===== config.mk =====
export PLATFORM = sky130hd
export DESIGN_NAME = prio_scan_top
export DESIGN_NICKNAME = d
export VERILOG_FILES = /design/src/rtl/prio_scan_pkg.sv /design/src/rtl/prio_scan_rst_sync.sv /design/src/rtl/prio_scan_lowest.sv /design/src/rtl/prio_scan_curprio.sv /design/src/rtl/prio_scan_fsm.sv /design/src/rtl/prio_scan_top.sv
export SDC_FILE = /design/constraint.sdc
export NUM_CORES = 1
export LEC_CHECK = 0
export BUFFER_PORTS_ARGS = -buffer_cell sky130_fd_sc_hd__buf_2
export CAP_MARGIN = 25
export CORE_AREA = 4 4 133 135
export CTS_CLUSTER_DIAMETER = 100
export DETAILED_ROUTE_END_ITERATION = 8
export DIE_AREA = 0 0 137 139
export PLACE_DENSITY = 0.69
export SYNTH_ARGS = -nofsm -noshare
export SYNTH_HDL_FRONTEND = slang
export SYNTH_SLANG_ARGS = --single-unit

===== constraint.sdc =====
create_clock -name clk -period 7.79 [get_ports clk]
set_input_delay 0.3895 -clock clk [delete_from_list [all_inputs] [get_ports clk]]
set_output_delay 0.3895 -clock clk [all_outputs]
set_load 0.03 [all_outputs]

===== src/rtl/prio_scan_pkg.sv =====
package prio_scan_pkg;
  timeunit 1ns;
  timeprecision 1ps;

  localparam int          PRIO_REG_W = 8;
  localparam logic [7:0]  PRIO_OPEN  = 8'hFF;
  localparam logic [7:0]  PRIO_SHUT  = 8'h00;

  typedef enum logic {
    SC_IDLE  = 1'b0,
    SC_PROBE = 1'b1
  } scan_st_e;
endpackage


===== src/rtl/prio_scan_rst_sync.sv =====
module prio_scan_rst_sync (
  input  logic clk,
  input  logic rst_n,
  output logic rst_n_sync
);
  timeunit 1ns;
  timeprecision 1ps;

  logic [1:0] sync_q;

  always_ff @(posedge clk or negedge rst_n) begin
    if (!rst_n) sync_q <= 2'b00;
    else        sync_q <= {sync_q[0], 1'b1};
  end

  assign rst_n_sync = sync_q[1];
endmodule


===== src/rtl/prio_scan_lowest.sv =====
module prio_scan_lowest #(
  parameter int N  = 8,
  parameter int IW = (N > 1) ? $clog2(N) : 1
) (
  input  logic [N-1:0]  req_i,
  output logic          any_o,
  output logic [N-1:0]  onehot_o,
  output logic [IW-1:0] idx_o
);
  timeunit 1ns;
  timeprecision 1ps;

  // Walk from index 0 upward; the first set bit is the most urgent.
  always_comb begin
    logic seen;
    seen     = 1'b0;
    onehot_o = '0;
    idx_o    = '0;
    for (int i = 0; i < N; i++) begin
      if (req_i[i] && !seen) begin
        onehot_o[i] = 1'b1;
        idx_o       = IW'(i);
      end
      seen = seen | req_i[i];
    end
    any_o = seen;
  end
endmodule


===== src/rtl/prio_scan_curprio.sv =====
module prio_scan_curprio
  import prio_scan_pkg::*;
#(
  parameter int N = 8
) (
  input  logic                  clk,
  input  logic                  rst_n,
  input  logic                  sw_wr_i,
  input  logic [PRIO_REG_W-1:0] sw_val_i,
  input  logic                  hw_wr_i,
  input  logic [PRIO_REG_W-1:0] hw_val_i,
  input  logic [N-1:0]          pend_i,
  output logic [PRIO_REG_W-1:0] cur_o,
  output logic                  hw_chg_o,
  output logic                  irq_o
);
  timeunit 1ns;
  timeprecision 1ps;

  logic [PRIO_REG_W-1:0] cur_q, cur_d;
  logic                  chg_q, chg_d;
  logic                  cur_en;
  logic [N-1:0]          urgent;

  // Software write has precedence; a scan writes only on a real change.
  always_comb begin
    cur_d  = cur_q;
    chg_d  = 1'b0;
    cur_en = 1'b0;
    if (sw_wr_i) begin
      cur_d  = sw_val_i;
      cur_en = 1'b1;
    end else if (hw_wr_i && (hw_val_i != cur_q)) begin
      cur_d  = hw_val_i;
      chg_d  = 1'b1;
      cur_en = 1'b1;
    end
  end

  always_ff @(posedge clk or negedge rst_n) begin
    if (!rst_n) begin
      cur_q <= PRIO_SHUT;
      chg_q <= 1'b0;
    end else begin
      chg_q <= chg_d;
      if (cur_en) cur_q <= cur_d;
    end
  end

  // One comparator per priority level.
  for (genvar g = 0; g < N; g++) begin : g_urgent
    assign urgent[g] = pend_i[g] && (PRIO_REG_W'(g) < cur_q);
  end

  assign cur_o    = cur_q;
  assign hw_chg_o = chg_q;
  assign irq_o    = |urgent;

  p_upd_changed_r6: assert property (@(posedge clk) disable iff (!rst_n)
    chg_q |-> (cur_q != $past(cur_q)));

  p_sw_wins_r9: assert property (@(posedge clk) disable iff (!rst_n)
    $past(sw_wr_i) |-> ((cur_q == $past(sw_val_i)) && !chg_q));

  p_shut_blocks_r10: assert property (@(posedge clk) disable iff (!rst_n)
    (cur_q == PRIO_SHUT) |-> !irq_o);
endmodule


===== src/rtl/prio_scan_fsm.sv =====
module prio_scan_fsm
  import prio_scan_pkg::*;
#(
  parameter int N  = 8,
  parameter int EW = 31
) (
  input  logic                  clk,
  input  logic                  rst_n,
  input  logic                  start_i,
  input  logic                  peek_i,
  input  logic                  set_vld_i,
  input  logic [N-1:0]          set_mask_i,
  input  logic [N*EW-1:0]       entries_i,
  output logic [N-1:0]          pend_o,
  output logic [N-1:0]          probe_o,
  output logic [N-1:0]          pop_o,
  output logic [N-1:0]          drain_o,
  output logic                  busy_o,
  output logic                  done_o,
  output logic [EW-1:0]         result_o,
  output logic                  replay_o,
  output logic                  hw_wr_o,
  output logic [PRIO_REG_W-1:0] hw_val_o
);
  timeunit 1ns;
  timeprecision 1ps;

  localparam int IW = (N > 1) ? $clog2(N) : 1;

  scan_st_e      st_q, st_d;
  logic          peek_q, peek_en;
  logic [N-1:0]  pend_q, pend_d;
  logic          done_q, replay_q;
  logic [EW-1:0] result_q, result_d;
  logic          finish;

  logic          any_pend;
  logic [N-1:0]  low_oh;
  logic [IW-1:0] low_idx;
  logic [EW-1:0] head;

  prio_scan_lowest #(.N(N), .IW(IW)) u_lowest (
    .req_i    (pend_q),
    .any_o    (any_pend),
    .onehot_o (low_oh),
    .idx_o    (low_idx)
  );

  assign head = entries_i[int'(low_idx)*EW +: EW];

  always_comb begin
    st_d     = st_q;
    pend_d   = pend_q;
    result_d = result_q;
    peek_en  = 1'b0;
    finish   = 1'b0;
    probe_o  = '0;
    pop_o    = '0;
    drain_o  = '0;
    hw_val_o = PRIO_OPEN;
    case (st_q)
      SC_IDLE: begin
        if (start_i) begin
          st_d    = SC_PROBE;
          peek_en = 1'b1;
        end
      end
      SC_PROBE: begin
        if (!any_pend) begin
          finish   = 1'b1;
          result_d = '0;
          hw_val_o = PRIO_OPEN;
        end else begin
          probe_o = low_oh;
          if (head != '0) begin
            finish   = 1'b1;
            result_d = head;
            hw_val_o = PRIO_REG_W'(low_idx);
            if (!peek_q) pop_o = low_oh;
          end else begin
            pend_d  = pend_q & ~low_oh;
            drain_o = low_oh;
          end
        end
      end
      default: st_d = SC_IDLE;
    endcase
    if (finish)    st_d   = SC_IDLE;
    if (set_vld_i) pend_d = pend_d | set_mask_i;
  end

  assign hw_wr_o = finish;

  always_ff @(posedge clk or negedge rst_n) begin
    if (!rst_n) begin
      st_q     <= SC_IDLE;
      peek_q   <= 1'b0;
      pend_q   <= '0;
      done_q   <= 1'b0;
      replay_q <= 1'b0;
      result_q <= '0;
    end else begin
      st_q     <= st_d;
      pend_q   <= pend_d;
      done_q   <= finish;
      replay_q <= finish && peek_q && (result_d != '0);
      if (peek_en) peek_q   <= peek_i;
      if (finish)  result_q <= result_d;
    end
  end

  assign pend_o   = pend_q;
  assign busy_o   = (st_q == SC_PROBE);
  assign done_o   = done_q;
  assign result_o = result_q;
  assign replay_o = replay_q;

  p_probe_onehot_r3: assert property (@(posedge clk) disable iff (!rst_n)
    $onehot0(probe_o));

  p_done_pulse_r3: assert property (@(posedge clk) disable iff (!rst_n)
    done_o |=> !done_o);

  p_drain_clears_r4: assert property (@(posedge clk) disable iff (!rst_n)
    (drain_o != '0) && !set_vld_i |=> ((pend_q & $past(drain_o)) == '0));

  p_replay_with_done_r8: assert property (@(posedge clk) disable iff (!rst_n)
    replay_o |-> (done_o && (result_o != '0)));

  p_idle_at_done_r11: assert property (@(posedge clk) disable iff (!rst_n)
    done_o |-> !busy_o);
endmodule


===== src/rtl/prio_scan_top.sv =====
module prio_scan_top
  import prio_scan_pkg::*;
#(
  parameter int NPRIO   = 8,
  parameter int ENTRY_W = 31
) (
  input  logic                       clk,
  input  logic                       rst_n,
  input  logic                       pend_set_vld_i,
  input  logic [NPRIO-1:0]           pend_set_mask_i,
  input  logic                       scan_start_i,
  input  logic                       scan_peek_i,
  input  logic [NPRIO*ENTRY_W-1:0]   q_entry_i,
  output logic [NPRIO-1:0]           q_probe_o,
  output logic [NPRIO-1:0]           q_pop_o,
  output logic [NPRIO-1:0]           q_drain_o,
  input  logic                       cur_prio_wr_i,
  input  logic [7:0]                 cur_prio_wdata_i,
  output logic                       scan_busy_o,
  output logic                       scan_done_o,
  output logic [ENTRY_W-1:0]         scan_result_o,
  output logic                       replay_o,
  output logic [NPRIO-1:0]           pend_mask_o,
  output logic [7:0]                 cur_prio_o,
  output logic                       cur_prio_upd_o,
  output logic                       irq_o
);
  timeunit 1ns;
  timeprecision 1ps;

  logic                  rst_n_s;
  logic                  hw_wr;
  logic [PRIO_REG_W-1:0] hw_val;

  prio_scan_rst_sync u_rst (
    .clk        (clk),
    .rst_n      (rst_n),
    .rst_n_sync (rst_n_s)
  );

  prio_scan_fsm #(.N(NPRIO), .EW(ENTRY_W)) u_fsm (
    .clk        (clk),
    .rst_n      (rst_n_s),
    .start_i    (scan_start_i),
    .peek_i     (scan_peek_i),
    .set_vld_i  (pend_set_vld_i),
    .set_mask_i (pend_set_mask_i),
    .entries_i  (q_entry_i),
    .pend_o     (pend_mask_o),
    .probe_o    (q_probe_o),
    .pop_o      (q_pop_o),
    .drain_o    (q_drain_o),
    .busy_o     (scan_busy_o),
    .done_o     (scan_done_o),
    .result_o   (scan_result_o),
    .replay_o   (replay_o),
    .hw_wr_o    (hw_wr),
    .hw_val_o   (hw_val)
  );

  prio_scan_curprio #(.N(NPRIO)) u_cur (
    .clk      (clk),
    .rst_n    (rst_n_s),
    .sw_wr_i  (cur_prio_wr_i),
    .sw_val_i (cur_prio_wdata_i),
    .hw_wr_i  (hw_wr),
    .hw_val_i (hw_val),
    .pend_i   (pend_mask_o),
    .cur_o    (cur_prio_o),
    .hw_chg_o (cur_prio_upd_o),
    .irq_o    (irq_o)
  );

  p_empty_opens_r5: assert property (@(posedge clk) disable iff (!rst_n_s)
    scan_done_o && (scan_result_o == '0) && !$past(cur_prio_wr_i)
      |-> (cur_prio_o == PRIO_OPEN));

  p_upd_at_done_r6: assert property (@(posedge clk) disable iff (!rst_n_s)
    cur_prio_upd_o |-> scan_done_o);
endmodule


==> key figures <==
Timing
  – # setup viols final: 0
  – Max-slew violations: 0
  – RSZ-0062 raised after global routing: no
  – Fin crit share: 73.20%
  – Worst Tran Pin Value: 1022 ps
  – Slew HR: 31.35%
  – Maximum clock rate: 175.4 MHz
  – Total Neg Setup Slack: 0 ps
  – Clock skew: 4.671 ps
  – Tmin final: 5702 ps
  – Min Hold Slack: 280.7 ps
  – Final hold viol count: 0

Synthesis
  – Fraction of synthesized cell area in xor and xnor cells: 0.3274%
  – Post-synthesis simple-gate area fraction: 26.08%
  – Largest family of logic cells by synthesized area: simple AND/OR/NAND/NOR gates
  – #FFs+latches synth: 54
  – Main synth FF type: dfrtp_1
  – Async set-reset flop share out of synthesis: 100.0%
  – Synth Net Count: 927
  – Warnings, synthesis: 0
  – Seq/Total Area, Yosys: 25.26%
  – Post-synth cell types: 76
  – Compound-Gate Fraction of Synth Area: 25.07%
  – Syn Area/Cell: 8.143 sq um
  – Post-Synth Adder-Cell Area: 0%
  – Post-synth EDFFs: 0
  – Mux share of post-synthesis cell area: 16.16%
  – Cell count after synthesis: 657
  – Cell area after synthesis: 0.005350 sq mm

Setup path
  – Critical path arrival: 5310 ps
  – CP Class: register to primary output
  – Crit Reg-Reg Endpoint: u_fsm.replay_o
  – CP Launch Point: u_fsm.pend_o[2]
  – CP required: 7400 ps
  – R2r worst-path depth: 12
  – Critical Path Sink Type: primary output
  – Max FO, Critical Path: 34
  – R2R Path Start: u_fsm.pend_o[2]
  – Critical path startpoint category: register
  – Flop-to-flop setup slack: 2640 ps

Power and ir drop
  – Sw frac: 34.39%
  – Sw Pwr: 307.5 uW
  – Cell Pwr Density: 122.5 mW/mm^2
  – Static Leak: 3.528 nW
  – Clock power frac: 30.1%
  – Pint: 586.6 uW
  – Logic gate share of total power: 32.0%
  – Sequential share of power: 37.9%
  – Worst VDD drop: 78.98 uV

Route
  – Routed WL: 26280 microns
  – Iter 0 DRT Violations: 512
  – DRT antenna net count: 0
  – Via Count: 6773
  – WL/cell: 22.10 microns
  – Drc violations: 0
  – Detailed Routing Iterations Pass 1: 7
  – Vias per cell: 5.696

Clock tree
  – Clock transition at path regs: 70 ps
  – CTS tree: built
  – Clk Latency, worst-skew pair: 300 ps
  – Max Buffers Root-to-Sink: 2
  – Clk sink count: 54
  – Root buf cell: clkbuf_16
  – TritonCTS Buffers: 5
  – Htree depth: 2
  – # resized after CTS: 0

Global route
  – Largest net degree at the start of global routing: 44
  – Initial antenna violation count: 4
  – Vias in the first global route: 6538
  – Tot GR Track Use: 25.84%
  – Total grt overflow: 0
  – First-pass GRT wire length: 37960 microns

Layout
  – Fin nets: 1235
  – Area delta synth->final: 36.41%
  – Share of cells above drive strength 1: 43.37%

Min path
  – Min-Delay Path Class: register to asynchronous set/reset pin

Floorplanning
  – Ports: 346
  – Site row count: 47
  – Die W: 137 microns
  – Initial core utilization: 32.49%
  – Die ar.: 0.01904 sq mm
  – Core ar.: 0.01647 sq mm
  – Vert. Die Dim: 139 microns

Run
  – MaxCap Viol Count: 0

Outcome
  – Status: finished, final reports clean

Place
  – IO buf count: 345
  – Hpwl dp: 21060 microns
  – RePlAce Congestion: 0.9267
## cell usage in the layout, fill, tap and decap left out, types with 4 or more instances in the layout
| cell type | Yosys | routed |
|---|---|---|
| o31ai_1 | 9 | 9 |
| and3_1 | 13 | 13 |
| nand2_1 | 100 | 99 |
| mux4_2 | 9 | 9 |
| buf_4 | 10 | 8 |
| dfrtp_1 | 54 | 53 |
| a21oi_1 | 25 | 25 |
| nor2b_1 | 4 | 4 |
| nor3_1 | 34 | 34 |
| a311oi_1 | 4 | 4 |
| nor4_1 | 5 | 5 |
| clkbuf_16 | 0 | 5 |
| inv_1 | 9 | 9 |
| mux2_2 | 11 | 11 |
| o22ai_1 | 17 | 17 |
| nand3_1 | 28 | 28 |
| nand4_1 | 6 | 6 |
| or2_2 | 4 | 4 |
| mux2i_1 | 50 | 50 |
| o21ai_0 | 35 | 34 |
| or4_1 | 5 | 5 |
| buf_2 | 8 | 345 |
| a31oi_1 | 11 | 10 |
| nand2b_1 | 5 | 5 |
| o21ai_1 | 7 | 6 |
| nor2_1 | 53 | 53 |
| a211oi_1 | 17 | 17 |
| a22o_1 | 14 | 14 |
## synth_stat cells, types with 3 or more instances
library cell / number / area share, %
mux2i_1: 50 / 9.4
o21a_1: 3 / 0.42
o31ai_1: 9 / 1.3
nor4_1: 5 / 0.58
buf_6: 12 / 2.5
buf_4: 10 / 1.4
or3_1: 3 / 0.35
dfrtp_1: 54 / 25
a311oi_1: 4 / 0.65
clkbuf_1: 19 / 1.3
a31o_2: 3 / 0.49
nand2b_1: 5 / 0.58
mux2_2: 11 / 2.3
a211o_1: 3 / 0.49
buf_2: 8 / 0.75
o22ai_1: 17 / 2.0
and4_1: 3 / 0.49
nor3_1: 34 / 3.2
buf_1: 3 / 0.21
or4_1: 5 / 0.70
nor2_1: 53 / 3.7
nand4_1: 6 / 0.70
or2_2: 4 / 0.47
a21oi_1: 25 / 2.3
and3_1: 13 / 1.5
nor2b_1: 4 / 0.47
a22oi_1: 4 / 0.56
a211oi_1: 17 / 2.4
o211ai_1: 3 / 0.42
a2111oi_2: 3 / 0.84
nand2_1: 100 / 7.0
o21ai_1: 7 / 0.65
o21ai_0: 35 / 3.3
inv_1: 9 / 0.63
mux4_2: 9 / 3.8
a31oi_1: 11 / 1.3
a21o_1: 3 / 0.42
a22o_1: 14 / 2.3
nand3_1: 28 / 2.6
## per-stage QoR
stage	std cells	utilization (%)	area [sq um]	worst slack [ps]	total power, mW
after floorplan	657	-	5350	3413	0.4819
after CTS	1186	44.28	7291	2108	0.8991
after global routing	1189	44.32	7298	1789	0.9350
after detailed placement	1177	43.17	7108	2442	0.6300
after global placement	1177	43.17	7108	2518	0.6285
final	1189	44.32	7298	2088	0.8941
## per-layer routing
layer	track usage (%)	share of wire [%]	wire (microns)	vias up
met2	41.11	47	12240	374
met4	10.82	4.2	1106	2
met5	0	0.053	14	-
li1	-	-	-	3108
met3	6.313	9.6	2513	68
met1	33.27	40	10410	3221
## worst max-delay path by stage
stage | cells after the start | endpoint
2_1_floorplan | 12 | q_drain_o[1]
3_3_place_gp | 11 | q_drain_o[3]
3_5_place_dp | 11 | q_drain_o[3]
4_1_cts | 11 | q_drain_o[3]
5_1_grt | 11 | q_drain_o[3]
6_report | 11 | q_drain_o[3]
## area by class of cell
type	instances	area, sq um
flip-flops and latches	54	1353
well taps	220	275.3
fillers	1691	9168
diodes	3	7.507
repair buffers	354	1797
clock buffers	7	142.6
clock inverters	1	30.03
inverters	9	33.78
multi-input cells	541	3660
## logic make-up (layout without fill, tap and decap cells)
logic type	count (synthesis)	count (layout)
AO/OA/AOI/OAI	185	185
XOR/XNOR	2	2
buffers and inverters	62	371
flip-flops	54	54
multiplexers	72	72
other	1	4
AND/OR/NAND/NOR	281	281
## registers in the layout, summed over array words and instances (netlist names)
| register | cells |
|---|---|
| u_fsm.replay_o | 1 |
| u_cur.hw_chg_o | 1 |
| u_rst.sync_q | 2 |
| u_fsm.done_o | 1 |
| u_cur.cur_o | 8 |
| u_fsm.busy_o | 1 |
| u_fsm.pend_o | 8 |
| u_fsm.result_o | 31 |
| u_fsm.peek_q | 1 |
## timing repair
item                      4_1_cts  5_1_grt
hold buffers                    1        0
hold endpoints to repair        2        0
buffers inserted                0        0
## worst max-delay path, cell delays in order (launching register included)
cell and delay [ps]:
dfrtp_1 600, nor2_1 240, and4_1 370, nor2_4 780
buf_4 500, mux4_2 550, mux2i_1 350, a21boi_2 330
nand4_2 230, or3_1 580, nor3_1 190, buf_2 240
## power by group through the flow
stage               sequential, mW  combinational (mW)  clock [mW]
global route                 0.343               0.308       0.284
finish                       0.339               0.286       0.269
global placement             0.344               0.285           0
floorplan                    0.397              0.0846           0
detailed placement           0.344               0.286           0
CTS                          0.339               0.288       0.273
(Power assumes the default switching activity.)
